## src/rtl/dba_pkg.sv

```systemverilog
package dba_pkg;
    typedef enum logic {
        ST_RD = 1'b0,
        ST_WR = 1'b1
    } dir_state_e;
endpackage

```

## src/rtl/dba_prio_pick.sv

```systemverilog
module dba_prio_pick #(
    parameter int W = 4
) (
    input  logic [W-1:0] mask,
    output logic [W-1:0] onehot,
    output logic         any
);
    always_comb begin
        logic found;
        found  = 1'b0;
        onehot = '0;
        for (int i = 0; i < W; i++) begin
            if (mask[i] && !found) begin
                onehot[i] = 1'b1;
                found     = 1'b1;
            end
        end
    end

    assign any = |mask;
endmodule

```

## src/rtl/dba_mem_sched.sv

```systemverilog
module dba_mem_sched #(
    parameter int NM = 2,
    parameter int QW = 4
) (
    input  logic          clk,
    input  logic          rst_n,
    input  logic          cfg_rr,
    input  logic [QW-1:0] cfg_quota,
    input  logic [NM-1:0] mask,
    input  logic          adv,
    output logic [NM-1:0] pick
);
    localparam int PW = (NM > 1) ? $clog2(NM) : 1;

    logic [PW-1:0] ptr_q;
    logic [QW-1:0] used_q;
    logic [NM-1:0] fixed_oh;
    logic [NM-1:0] rr_oh;
    logic          fixed_any;
    logic [PW-1:0] win_idx;
    logic [QW-1:0] q_eff;

    dba_prio_pick #(.W(NM)) u_fixed (
        .mask   (mask),
        .onehot (fixed_oh),
        .any    (fixed_any)
    );

    always_comb begin
        logic found;
        found = 1'b0;
        rr_oh = '0;
        for (int i = 0; i < NM; i++) begin
            int idx;
            idx = int'(ptr_q) + i;
            if (idx >= NM) idx = idx - NM;
            if (mask[idx] && !found) begin
                rr_oh[idx] = 1'b1;
                found      = 1'b1;
            end
        end
    end

    assign pick  = cfg_rr ? rr_oh : fixed_oh;
    assign q_eff = (cfg_quota == '0) ? QW'(1) : cfg_quota;

    always_comb begin
        win_idx = '0;
        for (int i = 0; i < NM; i++) begin
            if (rr_oh[i]) win_idx = PW'(i);
        end
    end

    function automatic logic [PW-1:0] next_idx(input logic [PW-1:0] cur);
        return (int'(cur) == NM - 1) ? '0 : cur + PW'(1);
    endfunction

    always_ff @(posedge clk) begin
        if (!rst_n) begin
            ptr_q  <= '0;
            used_q <= '0;
        end else if (adv && cfg_rr && fixed_any) begin
            if (win_idx == ptr_q) begin
                if (used_q + QW'(1) >= q_eff) begin
                    ptr_q  <= next_idx(win_idx);
                    used_q <= '0;
                end else begin
                    used_q <= used_q + QW'(1);
                end
            end else if (q_eff == QW'(1)) begin
                ptr_q  <= next_idx(win_idx);
                used_q <= '0;
            end else begin
                ptr_q  <= win_idx;
                used_q <= QW'(1);
            end
        end
    end
endmodule

```

## src/rtl/dir_bus_arbiter.sv

```systemverilog
module dir_bus_arbiter #(
    parameter int NP = 4,
    parameter int NM = 2,
    parameter int CW = 4,
    parameter int QW = 4
) (
    input  logic             clk,
    input  logic             rst_n,
    input  logic [NP+NM-1:0] req_i,
    input  logic [NP+NM-1:0] dir_i,
    input  logic [CW-1:0]    cfg_dir_blocks,
    input  logic             cfg_mem_rr,
    input  logic [QW-1:0]    cfg_mem_quota,
    output logic [NP+NM-1:0] grant_o,
    output logic             pref_dir_o
);
    import dba_pkg::*;

    localparam int N = NP + NM;

    dir_state_e  state_q, state_d;
    logic [CW-1:0] cnt_q, cnt_d;
    logic [N-1:0]  grant_q;

    logic          dirctl_on;
    logic [N-1:0]  match_mask;
    logic [N-1:0]  cand;
    logic [NP-1:0] per_oh;
    logic          per_any;
    logic [NM-1:0] mem_oh;
    logic          any_req;
    logic [N-1:0]  sel;
    logic          win_dir;

    assign dirctl_on  = (cfg_dir_blocks != '0);
    assign match_mask = req_i & (state_q == ST_WR ? dir_i : ~dir_i);
    assign cand       = (dirctl_on && (|match_mask)) ? match_mask : req_i;
    assign any_req    = |req_i;

    dba_prio_pick #(.W(NP)) u_periph (
        .mask   (cand[NP-1:0]),
        .onehot (per_oh),
        .any    (per_any)
    );

    dba_mem_sched #(.NM(NM), .QW(QW)) u_mem (
        .clk       (clk),
        .rst_n     (rst_n),
        .cfg_rr    (cfg_mem_rr),
        .cfg_quota (cfg_mem_quota),
        .mask      (cand[N-1:NP]),
        .adv       (!per_any),
        .pick      (mem_oh)
    );

    assign sel     = per_any ? {{NM{1'b0}}, per_oh} : {mem_oh, {NP{1'b0}}};
    assign win_dir = |(sel & dir_i);

    // next-state: T_HOLD / T_EXPIRE / T_FOLLOW
    always_comb begin
        logic [CW-1:0] eff;
        state_d = state_q;
        cnt_d   = cnt_q;
        eff     = (cnt_q == '0) ? cfg_dir_blocks : cnt_q;
        if (!dirctl_on) begin
            cnt_d = '0;
            if (any_req) state_d = win_dir ? ST_WR : ST_RD;
        end else if (any_req) begin
            if (win_dir != (state_q == ST_WR)) begin
                state_d = win_dir ? ST_WR : ST_RD;
                cnt_d   = cfg_dir_blocks;
            end else if (eff == CW'(1)) begin
                unique case (state_q)
                    ST_RD: state_d = ST_WR;
                    ST_WR: state_d = ST_RD;
                endcase
                cnt_d = cfg_dir_blocks;
            end else begin
                cnt_d = eff - CW'(1);
            end
        end
    end

    // state register
    always_ff @(posedge clk) begin
        if (!rst_n) begin
            state_q <= ST_RD;
            cnt_q   <= '0;
        end else begin
            state_q <= state_d;
            cnt_q   <= cnt_d;
        end
    end

    // outputs
    always_ff @(posedge clk) begin
        if (!rst_n) grant_q <= '0;
        else        grant_q <= any_req ? sel : '0;
    end

    assign grant_o    = grant_q;
    assign pref_dir_o = (state_q == ST_WR);
endmodule

```

## config.mk

```make
export PLATFORM = sky130hd
export DESIGN_NAME = dir_bus_arbiter
export DESIGN_NICKNAME = d
export VERILOG_FILES = /design/src/rtl/dba_pkg.sv /design/src/rtl/dba_prio_pick.sv /design/src/rtl/dba_mem_sched.sv /design/src/rtl/dir_bus_arbiter.sv
export SDC_FILE = /design/constraint.sdc
export NUM_CORES = 1
export LEC_CHECK = 0
export ABC_AREA = 1
export BUFFER_PORTS_ARGS = -buffer_cell sky130_fd_sc_hd__buf_2
export CORE_MARGIN = 4
export CORE_UTILIZATION = 54
export DETAILED_ROUTE_END_ITERATION = 10
export PLACE_DENSITY_LB_ADDON = 0.12
export SLEW_MARGIN = 20
export SYNTH_ARGS = -nofsm -noshare
export SYNTH_HDL_FRONTEND = slang
export SYNTH_SLANG_ARGS = --single-unit
```

## constraint.sdc

```tcl
create_clock -name clk -period 3 [get_ports clk]
set_input_delay 0.6 -clock clk [delete_from_list [all_inputs] [get_ports clk]]
set_output_delay 0.6 -clock clk [all_outputs]
set_load 0.03 [all_outputs]
```

Word level (Yosys, flattened, before mapping)
Cells that the tools add are included.
{ "totals": {"in_bits": 23, "out_inout_bits": 7, "reg_bits": 16, "elab_cells": 103} }
{ "classes": {"n_eq_ne": 6, "reduce_logical": 28, "n_addsub": 6, "mux": 46, "n_lt_le_gt_ge": 7, "n_bitwise": 5} }
{ "ops": {"columns": ["op", "count"], "rows": [
  ["$ge 32x1->1 const B", 2],
  ["$lt 32x3->1 const B", 2],
  ["$mux 32", 2],
  ["$ge 32x3->1 const B", 1],
  ["$sub 32x3->32 const B", 1],
  ["$mux 1", 29],
  ["$mux 4", 6],
  ["$mux 6", 3],
  ["$reduce_or 6->1", 3],
  ["$and 6x6->6", 2],
  ["$logic_and 1x1->1", 10],
  ["$eq 4x1->1 const B", 2],
  ["$logic_not 4->1", 2],
  ["$reduce_and 2->1", 4],
  ["$logic_not 1->1", 6],
  ["$mux 2", 3],
  ["$not 6->6", 1],
  ["$add 4x1->4 const B", 1],
  ["$ge 4x4->1", 1],
  ["$reduce_bool 4->1", 1],
  ["$reduce_or 4->1", 1],
  ["$sub 4x1->4 const B", 1],
  ["$ne 3x1->1 const B", 1],
  ["$sub 1x2->3 const B", 1],
  ["other kinds (11)", 12]
]} }

Depth between registers and ports, before layout
Gate-level depths: netlist (run 1).
{ "logic_depth": {"depth_word": 23, "mapped_depth": 22, "ltp_nobuf": 21} }

Hierarchy
From an unflattened synthesis (run 1), not the netlist that was laid out.
{ "unflattened": {"cells_unflattened": 227, "hier_area_um2": 1457.6} }
{ "modules_own_cells": {"columns": ["mod", "cells_each", "seq_area_each_um2", "n_inst", "area_per_inst_um2"], "rows": [
  ["dir_bus_arbiter", 141, 220.2, 1, 924.6],
  ["dba_mem_sched", 71, 100.1, 1, 464.2],
  ["dba_prio_pick (u_periph)", 10, 0.0, 1, 46.3],
  ["dba_prio_pick (u_mem.u_fixed)", 5, 0.0, 1, 22.5]
]} }

Worst setup path after synthesis (run 1)
Ideal clock, no wire load.
{ "synth_path": {"kind": "input-to-reg", "start": "in cfg_mem_quota[1]", "end": "reg u_mem.ptr_q", "n_path_buf": 0, "setup_slack_ns": 0.746, "stages": 13, "setup_ns": 0.120, "required_time_ns": 2.880, "t_arrival_ns": 2.134, "cell_sequence": "nor3_1 -> or2_2 -> ha_1 -> o21ai_0 -> inv_1 -> o21ai_0 -> nand2_1 -> a21oi_1 -> inv_1 -> nor2_1 -> nor2_1 -> o21ai_0 -> a21oi_1"} }
{ "synth_between": {"elab_chain_cells": 5, "word_cells_on_any_way": 8, "classes_between": "1 x order compare; 2 x eq/ne; 3 x mux; 2 x reduce/logical"} }
{ "synth_rtl": {"columns": ["item", "line_no", "text"], "rows": [
  ["from (decl)", "dir_bus_arbiter.sv:13", "input logic [QW-1:0] cfg_mem_quota,"],
  ["$logic_not 4->1", "dba_mem_sched.sv:45", "assign q_eff = (cfg_quota == '0) ? QW'(1) : cfg_quota;"],
  ["$mux 4 (*)", "dba_mem_sched.sv:45", null],
  ["$ge 4x4->1 / $eq 4x1->1 (equally long branches)", "dba_mem_sched.sv:64, dba_mem_sched.sv:70", null],
  ["$ne 2x2->1 (no source line) / $mux 1 (equally long branches)", null, null],
  ["$reduce_and 2->1 (no source line) / $mux 1 (equally long branches)", null, null],
  ["to (signal assigned)", "dba_mem_sched.sv:65", "ptr_q <= next_idx(win_idx);"],
  ["to (signal assigned)", "dba_mem_sched.sv:71", "ptr_q <= next_idx(win_idx);"],
  ["to (signal assigned)", "dba_mem_sched.sv:74", "ptr_q <= win_idx;"],
  ["to (decl)", "dba_mem_sched.sv:15", "logic [PW-1:0] ptr_q;"]
]} }
Every way passes the cells marked *; elsewhere a longest branch is shown, timed or not.
A chain may end at the register's enable or synchronous reset.

Final worst setup path (run 1)
{ "layout_path": {"start": "reg state_q, in the netlist pref_dir_o", "end": "reg cnt_q[3]"} }
{ "layout_between": {"elab_chain_cells": 20, "word_cells_on_any_way": 40, "classes_between": "1 x eq/ne; 22 x mux; 3 x bitwise; 14 x reduce/logical"} }
{ "layout_rtl": {"columns": ["item", "line_no", "text"], "rows": [
  ["from (decl)", "dir_bus_arbiter.sv:21", "dir_state_e state_q, state_d;"],
  ["from (signal assigned)", "dir_bus_arbiter.sv:90", "state_q <= state_d;"],
  ["$mux 6", "dir_bus_arbiter.sv:36", "assign match_mask = req_i & (state_q == ST_WR ? dir_i : ~dir_i);"],
  ["$and 6x6->6", "dir_bus_arbiter.sv:36", null],
  ["$reduce_or 6->1", "dir_bus_arbiter.sv:37", "assign cand = (dirctl_on && (|match_mask)) ? match_mask : req_i;"],
  ["$logic_and 1x1->1", "dir_bus_arbiter.sv:37", null],
  ["$mux 6", "dir_bus_arbiter.sv:37", null],
  ["$mux 1", "dba_prio_pick.sv:13", "if (mask[i] && !found) begin"],
  ["$logic_not 1->1", "dba_prio_pick.sv:13", null],
  ["$logic_and 1x1->1", "dba_prio_pick.sv:13", null],
  ["[4 not listed]", null, null],
  ["$logic_not 1->1", "dba_prio_pick.sv:13", null],
  ["$logic_and 1x1->1", "dba_prio_pick.sv:13", null],
  ["$mux 1", "dba_prio_pick.sv:13", null],
  ["$mux 6", "dir_bus_arbiter.sv:56", "assign sel = per_any ? {{NM{1'b0}}, per_oh} : {mem_oh, {NP{1'b0}}};"],
  ["$and 6x6->6", "dir_bus_arbiter.sv:57", "assign win_dir = |(sel & dir_i);"],
  ["$reduce_or 6->1", "dir_bus_arbiter.sv:57", null],
  ["$ne 1x1->1 (*)", "dir_bus_arbiter.sv:69", "if (win_dir != (state_q == ST_WR)) begin"],
  ["$mux 4 (*)", "dir_bus_arbiter.sv:69", null],
  ["to (signal assigned)", "dir_bus_arbiter.sv:91", "cnt_q <= cnt_d;"],
  ["to (decl)", "dir_bus_arbiter.sv:22", "logic [CW-1:0] cnt_q, cnt_d;"]
]} }
Every way passes the cells marked *; elsewhere a longest branch is shown, timed or not. The select of a mux whose other input is x is not followed.

==> results.yml, run 1 <==
power:
  power_density_mw_per_mm2: 700
  p_leak_nw: 0.960
  p_sw_frac: 0.487
  p_switching_mw: 0.566
  intPower_mw: 0.597
  peakVddDrop_mv: 0.518
  p_seq_frac: 0.237
  clkPwrFrac: 0.122
  p_comb_frac: 0.641
final_layout:
  drive_gt1_frac: 0.262
  fillCellCount: 251
  final_common_cell: "nand2_1"
  utilization: 0.659
  syn_to_final_growth_pct: 15.1
  multiInputGateArea_um2: 956
  final_cell_mix: "47 x nand2_1, 33 x inv_1, 29 x buf_2, 18 x nand3_1, 18 x nor2_1"
  regArea_um2: 320
  diodes: 0
  nets: 283
sta:
  finalCriticalPeriod_ns: 2.46
  drv_slew: 0
  relSlewSlack: 0.751
  rsz0062_at_grt: "no"
  setup_viol: 0
  whs_ns: 0.542
  setup_tns_ns: 0
  hold_viol_final: 0
  tightestPinTransition_ns: 0.370
  min_period_over_period: 0.820
  fin_skew_ns: 0.00966
  fmax_ghz: 0.406
place:
  globalplace.congestion: 0.875
  dpl.hpwl_um: 2470
  port_buffers: 29
drt:
  wire_per_inst_um: 10.5
  via_per_inst: 5.09
  wl_um: 2970
  vias: 1434
  drc_errors: 0
  ant_nets: 0
  drtIter0Drc: 56
  first_pass_iters: 4
clocking:
  clk_latency_ns: 0.29
  clk_pin_slew_ns: 0.10
  clockBufferDepth: 2
  postCtsSetupBuffers: 0
  root_buffer: "clkbuf_4"
  cts_hold_buf: 0
  cts_made_buffers: 3
  cts-resized-gates: 0
  cts_sinks: 16
  tritoncts: "done"
  htreeDepth: 1
floorplan:
  fp.coreArea_mm2: 0.00252
  start_util: 0.572
  die_h_um: 59.7
  fp-row-count: 18
  num_io_pins: 30
  die_w_um: 59.7
  die_area_mm2: 0.00357
logic_synthesis:
  netlist_top_cells_area: "dfxtp_1 22%, nand2_1 12%, inv_1 8.6%"
  ys_ff_latch: 16
  synth_top_area_share: 0.222
  syn_inst: 219
  syn_avg_cell_area_um2: 6.59
  synth_top_area_cell: "dfxtp_1"
  ys_seq_area_frac: 0.222
  syn_area_mm2: 0.00144
  syn_nets: 249
  synth_cell_types: 34
  yosys_warnings: 0
grt:
  grt_util_all_layers: 0.184
  overflow: 0
  grt_pass1_vias: 1196
  grt_max_degree: 12
  antenna_found_initial: 0
  grt_pass1_wl_um: 5130
setup_path:
  crit_chain: "buf_4, xnor2_2, nand2_1, nand2_1, inv_2, nand2_4, nand3_2, nand2_4, nand2_4, nor2_8, nand3_2, nand2_2, inv_2, nand3_4, nand3_1, nand2_1, nand3_1, nand2_1, inv_1"
  worstSetupStartpointType: "register"
  end_kind: "register"
  critPathMaxStageDelay_ns: 0.52
  crit_path_max_fanout: 7
  cp_common_cell: "nand2_1"
  crit_arrival_ns: 2.65
  critPathKind: "register to register"
  worstPathRequired_ns: 3.19
  cp_slowest_cell: "dfxtp_1"
min_path:
  hold_path_class: "register to register"
run:
  drv_cap: 0
status:
  status: "completed"
==> routing by layer <==
metal	up-vias	global-route usage	part of all wire
li1	780	-	-
met5	-	0	0
met3	4	0.0389	0.051
met1	617	0.260	0.50
met2	33	0.287	0.44
met4	0	0.0380	0.0074
==> worst paths after layout <==
path	from	to	slack (ns)	cells past startpoint
setup / recovery	pref_dir_o	cnt_q[3]	0.54	19
hold / removal	u_mem.used_q[3]	u_mem.used_q[3]	0.54	2
setup reg to reg	pref_dir_o	cnt_q[3]	0.54	19
hold reg to reg	u_mem.used_q[3]	u_mem.used_q[3]	0.54	2
==> power by group through the flow <==
stage / sequential [mW] / clock (mW) / combinational [mW]
3_3_place_gp: 0.282 / 0 / 0.742
5_1_grt: 0.282 / 0.159 / 0.852
6_report: 0.276 / 0.142 / 0.745
2_1_floorplan: 0.302 / 0 / 0.591
3_5_place_dp: 0.282 / 0 / 0.742
4_1_cts: 0.277 / 0.147 / 0.748
==> sequential cells by signal, summed over array words and instances (netlist names) <==
signal / count
u_mem.ptr_q: 1
cnt_q: 4
grant_o: 6
u_mem.used_q: 4
pref_dir_o: 1
==> cell usage after synthesis <==
cell,n
o21bai_1,1
o21ai_4,1
a22oi_1,3
buf_2,1
nor2_8,1
nor2_4,1
mux2i_1,1
or2_2,1
o21ai_0,8
ha_1,7
nand2_1,47
buf_6,1
nor3_1,4
nand3_2,7
xnor2_2,1
inv_2,3
xnor2_1,1
inv_1,33
a21oi_1,13
inv_6,1
nor4_1,1
xor2_1,3
nand2_4,3
nand2_2,9
nand3_4,1
nor2_2,1
a211oi_1,1
dfxtp_1,16
nand4_1,8
clkinv_1,2
nand3_1,18
nor3_2,1
nor2_1,18
and3_1,1
==> worst max-delay path, delay by kind of cell, from the launching register on <==
family        cells  cell delay, ns
simple gates     14            1.33
xor+xnor          1            0.13
buf+inv           4            0.38
flops             1            0.52
==> area by class of cell <==
class / instances / share of cell area
clock buffer: 4 / 0.0218
inverter: 39 / 0.0911
multi-input combinational: 162 / 0.575
sequential: 16 / 0.193
tap: 30 / 0.0226
timing repair buffer: 31 / 0.0964
==> through the flow <==
step                      std cells  total power [mW]  cell area, µm²  setup WS, ns
after floorplan                 219             0.892            1440         0.746
after global placement          278              1.02            1630         0.511
after detailed placement        278              1.02            1630         0.479
after CTS                       282              1.17            1660         0.537
after global routing            282              1.29            1660         0.249
final                           282              1.16            1660         0.539
==> cell families after synthesis <==
group / count (synthesis) / synth area share
AND/OR/NAND/NOR: 122 / 0.449
flip-flops: 16 / 0.222
adder cells (fa/ha/maj): 7 / 0.0607
buffers and inverters: 41 / 0.116
XOR/XNOR: 5 / 0.0355
AO/OA/AOI/OAI: 27 / 0.110
multiplexers: 1 / 0.00693
No activity file was read; power rests on OpenSTA's default activity.
==> run 2: changes to the inputs <==
--- a/config.mk
+++ b/config.mk
@@ -8,7 +8,7 @@
 export ABC_AREA = 1
 export BUFFER_PORTS_ARGS = -buffer_cell sky130_fd_sc_hd__buf_2
 export CORE_MARGIN = 4
-export CORE_UTILIZATION = 54
+export CORE_UTILIZATION = 49
 export DETAILED_ROUTE_END_ITERATION = 10
 export PLACE_DENSITY_LB_ADDON = 0.12
 export SLEW_MARGIN = 20
==> constraint.sdc (replaced) <==
create_clock -name clk -period 2.2 [get_ports clk]
set_input_delay 0.44 -clock clk [delete_from_list [all_inputs] [get_ports clk]]
set_output_delay 0.44 -clock clk [all_outputs]
set_load 0.03 [all_outputs]
==> results.yml, run 2 (same netlist as run 1, synthesis figures left out) <==
status:
  status: "finished, violations left"
  failed_checks: "negative setup slack"
clocking:
  root_buffer: "clkbuf_4"
  htreeDepth: 1
  tritoncts: "done"
  clk_pin_slew_ns: 0.10
  cts_sinks: 16
  clk_latency_ns: 0.29
  clockBufferDepth: 2
  cts_made_buffers: 3
final_layout:
  fillCellCount: 237
  nets: 307
  multiInputGateArea_mm2: 0.00113
  syn_to_final_growth_pct: 41.2
  diodes: 0
  drive_gt1_frac: 0.420
  largest_reg_flops: 6
  fin_cells: 307
  utilization: 0.733
  final_common_cell: "nand2_1"
  regArea_um2: 322
  final_cell_mix: "36 x nand2_1, 33 x inv_1, 29 x buf_2, 25 x buf_4, 18 x nor2_1"
setup_path:
  worstSetupStartpointType: "register"
  crit_arrival_ns: 2.43
  worstPathRequired_ns: 2.39
  reg2reg_to: "pref_dir_o"
  crit-reg2reg-launch: "pref_dir_o"
  critPathKind: "register to register"
  end_kind: "register"
  reg2regPathDepth: 18
  crit_path_max_fanout: 8
  rrSetupSlack_ns: -0.04
grt:
  overflow: 0
  antenna_found_initial: 0
  grt_pass1_vias: 1372
  grt_max_degree: 12
  grt_pass1_wl_um: 5960
  grt_util_all_layers: 0.177
sta:
  fmax_ghz: 0.446
  min_period_over_period: 1.02
  hold_viol_final: 0
  tightestPinTransition_ns: 0.362
  drv_slew: 0
  setup_viol: 4
  setup_tns_ns: -0.0990
  fin_skew_ns: 0.00357
  relSlewSlack: 0.756
  timing.final.ws_setup_ns: -0.0416
  finalCriticalPeriod_ns: 2.24
  rsz0062_at_grt: "yes"
min_path:
  hold_depth: 3
  hold_start: "rst_n"
  min_to: "pref_dir_o"
  hold_path_class: "primary input to register"
place:
  place_inst: 298
  pre_cts_slack_ns: -0.0540
  dpl.hpwl_um: 2700
  port_buffers: 29
  globalplace.congestion: 0.886
drt:
  drc_errors: 0
  first_pass_iters: 4
  wl_um: 3730
  ant_nets: 0
  drtIter0Drc: 63
  wire_per_inst_um: 12.1
  vias: 1605
  via_per_inst: 5.23
power:
  p_total_mw: 1.96
  peakVddDrop_mv: 0.812
  p_leak_nw: 1.14
  power_density_mw_per_mm2: 960
run:
  drv_cap: 0
floorplan:
  die_w_um: 62.3
  fp-row-count: 19
  num_io_pins: 30
  die_h_um: 62.3
  fp.coreArea_mm2: 0.00278
  die_area_mm2: 0.00388
  start_util: 0.519
[run 2: changes by cell type in the layout (fill, tap and decap cells not counted), sizes merged]
cell and delta:
buf +24, clkinv -1, inv +1
[run 2: layer usage]
metal	share of wire	GRT usage
met2	0.51	0.284
met1	0.45	0.249
met3	0.037	0.0360
met4	0.0038	0.0239
met5	0	0
[run 2: timing repair]
action | CTS | global route
resized for setup | 0 | 42
hold buffers | 0 | 0
pin swaps | 0 | 24
setup buffers | 0 | 5
endpoints found under the hold margin | 0 | 0
setup endpoints to repair | 1 | 10
[run 2: worst max-delay path by stage]
stage | start | end | slack (ns)
floorplan | pref_dir_o | pref_dir_o | 0.01
global placement | dir_i[3] | cnt_q[3] | -0.04
CTS | pref_dir_o | u_mem.used_q[1] | -0.0002
global route | pref_dir_o | pref_dir_o | -0.22
finish | pref_dir_o | pref_dir_o | -0.04
detailed placement | cfg_mem_quota[1] | u_mem.used_q[1] | -0.05
[run 2: area by class of cell]
class	instances	area share
well taps	31	0.0190
repair buffers	55	0.173
inverters	39	0.0779
multi-input cells	162	0.555
flip-flops and latches	16	0.158
clock buffers	4	0.0178
[run 2: critical path: stages (launching register included)]
cell and delay (ns):
dfxtp_2 0.37, buf_12 0.15, clkinv_8 0.08, nand2_1 0.07, nand3_1 0.07, nand2_1 0.10
inv_2 0.05, nand2_4 0.13, nand3_4 0.09, nand2_4 0.11, nand2_4 0.08, nor2_8 0.12
nand3_2 0.10, nand2_4 0.11, inv_2 0.05, nand3_4 0.10, nand4_1 0.14, a21oi_1 0.17
nor2_1 0.06
[run 2: power by group]
part	internal, mW	switching, mW	leakage [nW]
clock	0.101	0.100	0.0210
combinational	0.575	0.816	0.989
sequential	0.345	0.0212	0.131
total	1.02	0.938	1.14
[run 2: stage by stage]
step	area [µm²]	hold WS, ns
3_5_place_dp	1780	0.523
6_report	2040	0.431
4_1_cts	1820	0.421
3_3_place_gp	1780	0.513
5_1_grt	2040	0.417
2_1_floorplan	1440	0.493
==> run 3: changes to the inputs <==
--- a/config.mk
+++ b/config.mk
@@ -8,9 +8,9 @@
 export ABC_AREA = 1
 export BUFFER_PORTS_ARGS = -buffer_cell sky130_fd_sc_hd__buf_2
 export CORE_MARGIN = 4
-export CORE_UTILIZATION = 49
+export CORE_UTILIZATION = 54
 export DETAILED_ROUTE_END_ITERATION = 10
-export PLACE_DENSITY_LB_ADDON = 0.12
+export PLACE_DENSITY = 0.9
 export SLEW_MARGIN = 20
 export SYNTH_ARGS = -nofsm -noshare
 export SYNTH_HDL_FRONTEND = slang
==> constraint.sdc (replaced) <==
create_clock -name clk -period 2.5 [get_ports clk]
set_input_delay 0.5 -clock clk [delete_from_list [all_inputs] [get_ports clk]]
set_output_delay 0.5 -clock clk [all_outputs]
set_load 0.03 [all_outputs]
==> results.yml, run 3 (same netlist as run 1, synthesis figures left out) <==
setup_path:
  crit_arrival_ns: 2.48
  worstPathRequired_ns: 2.69
  cp_slowest_cell: "dfxtp_1"
  critPathKind: "register to register"
  end_kind: "register"
  reg2regPathDepth: 20
  critPathMaxStageDelay_ns: 0.40
  worstSetupStartpointType: "register"
  crit_path_max_fanout: 9
  crit_chain: "buf_12, inv_6, nand2_1, nand3_1, nand2_1, nor2_4, nand2_4, nand3_2, nand2_4, nand2_4, nor2_8, nand3_2, nand2_2, o21ai_4, nand2_2, clkinv_1, nand2_1, nand3_1, nand2_1, inv_1"
  cp_common_cell: "nand2_1"
final_layout:
  fillCellCount: 240
  final_cell_mix: "47 x nand2_1, 33 x inv_1, 29 x buf_2, 18 x nand3_1, 18 x nor2_1"
  fin_area_mm2: 0.00168
  drive_gt1_frac: 0.265
  syn_to_final_growth_pct: 16.5
  final_common_cell: "nand2_1"
  multiInputGateArea_um2: 956
  largest_reg_flops: 6
  nets: 284
  regArea_um2: 320
  fin_cells: 283
  utilization: 0.667
  diodes: 0
power:
  p_sw_frac: 0.491
  p_total_mw: 1.44
  p_leak_nw: 0.969
  peakVddDrop_mv: 0.544
  p_switching_mw: 0.708
  p_seq_frac: 0.224
  intPower_mw: 0.735
  clkPwrFrac: 0.120
  p_comb_frac: 0.657
  power_density_mw_per_mm2: 858
floorplan:
  die_area_mm2: 0.00357
  num_io_pins: 30
  die_w_um: 59.7
  fp-row-count: 18
  die_h_um: 59.7
  fp.coreArea_mm2: 0.00252
  start_util: 0.572
place:
  place_inst: 279
  pre_cts_slack_ns: 0.112
  globalplace.congestion: 0.915
  dpl.hpwl_um: 2700
  port_buffers: 29
  placed_area_mm2: 0.00165
sta:
  rsz0062_at_grt: "no"
  fin_skew_ns: 0.00858
  whs_ns: 0.468
  drv_slew: 0
  tightestPinTransition_ns: 0.373
  setup_viol: 0
  timing.final.ws_setup_ns: 0.211
  fmax_ghz: 0.437
  min_period_over_period: 0.916
  setup_tns_ns: 0
  relSlewSlack: 0.751
  hold_viol_final: 0
  finalCriticalPeriod_ns: 2.29
drt:
  drc_errors: 0
  first_pass_iters: 4
  drtIter0Drc: 51
  vias: 1484
  ant_nets: 0
  wl_um: 3200
  via_per_inst: 5.24
  wire_per_inst_um: 11.3
clocking:
  root_buffer: "clkbuf_4"
  clk_latency_ns: 0.29
  tritoncts: "done"
  cts_sinks: 16
  cts_made_buffers: 3
  cts_hold_buf: 0
  clk_pin_slew_ns: 0.10
  clockBufferDepth: 2
  postCtsSetupBuffers: 0
  cts-resized-gates: 0
  htreeDepth: 1
grt:
  grt_util_all_layers: 0.193
  overflow: 0
  grt_pass1_wl_um: 5300
  grt_max_degree: 10
  antenna_found_initial: 0
  grt_pass1_vias: 1295
status:
  status: "completed"
min_path:
  hold_path_class: "primary input to register"
  hold_depth: 3
run:
  drv_cap: 0
## run 3: metal layers
layer / GRT usage / vias to the layer above / wire length (µm)
li1: - / 776 / -
met1: 0.241 / 657 / 1420
met2: 0.321 / 46 / 1530
met3: 0.0475 / 5 / 214
met4: 0.0633 / 0 / 33
met5: 0 / - / 0
## run 3: power groups by stage
stage          Sequential (mW)  Clock, mW  Combinational (mW)
2_1_floorplan            0.362          0               0.709
3_3_place_gp             0.328          0               0.926
3_5_place_dp             0.329          0               0.940
4_1_cts                  0.323      0.177               0.947
5_1_grt                  0.328      0.192                1.06
6_report                 0.323      0.173               0.948
## run 3: worst max-delay path, delay by kind of cell, from the launching register on
kind | cells | cell delay, ns
simple gates | 15 | 1.38
flops | 1 | 0.40
buf+inv | 4 | 0.33
compound gates | 1 | 0.08
## run 3: area by class of cell
cell class                 count  share of cell area
tap                           30              0.0223
clock buffer                   4              0.0216
inverter                      39              0.0900
sequential                    16               0.190
timing repair buffer          32               0.107
multi-input combinational    162               0.568
## run 3: final timing paths
kind	from	endpoint	slack, ns
hold / removal	rst_n	pref_dir_o	0.47
hold reg to reg	u_mem.used_q[0]	u_mem.used_q[0]	0.55
setup reg to reg	pref_dir_o	cnt_q[1]	0.21
setup / recovery	pref_dir_o	cnt_q[1]	0.21
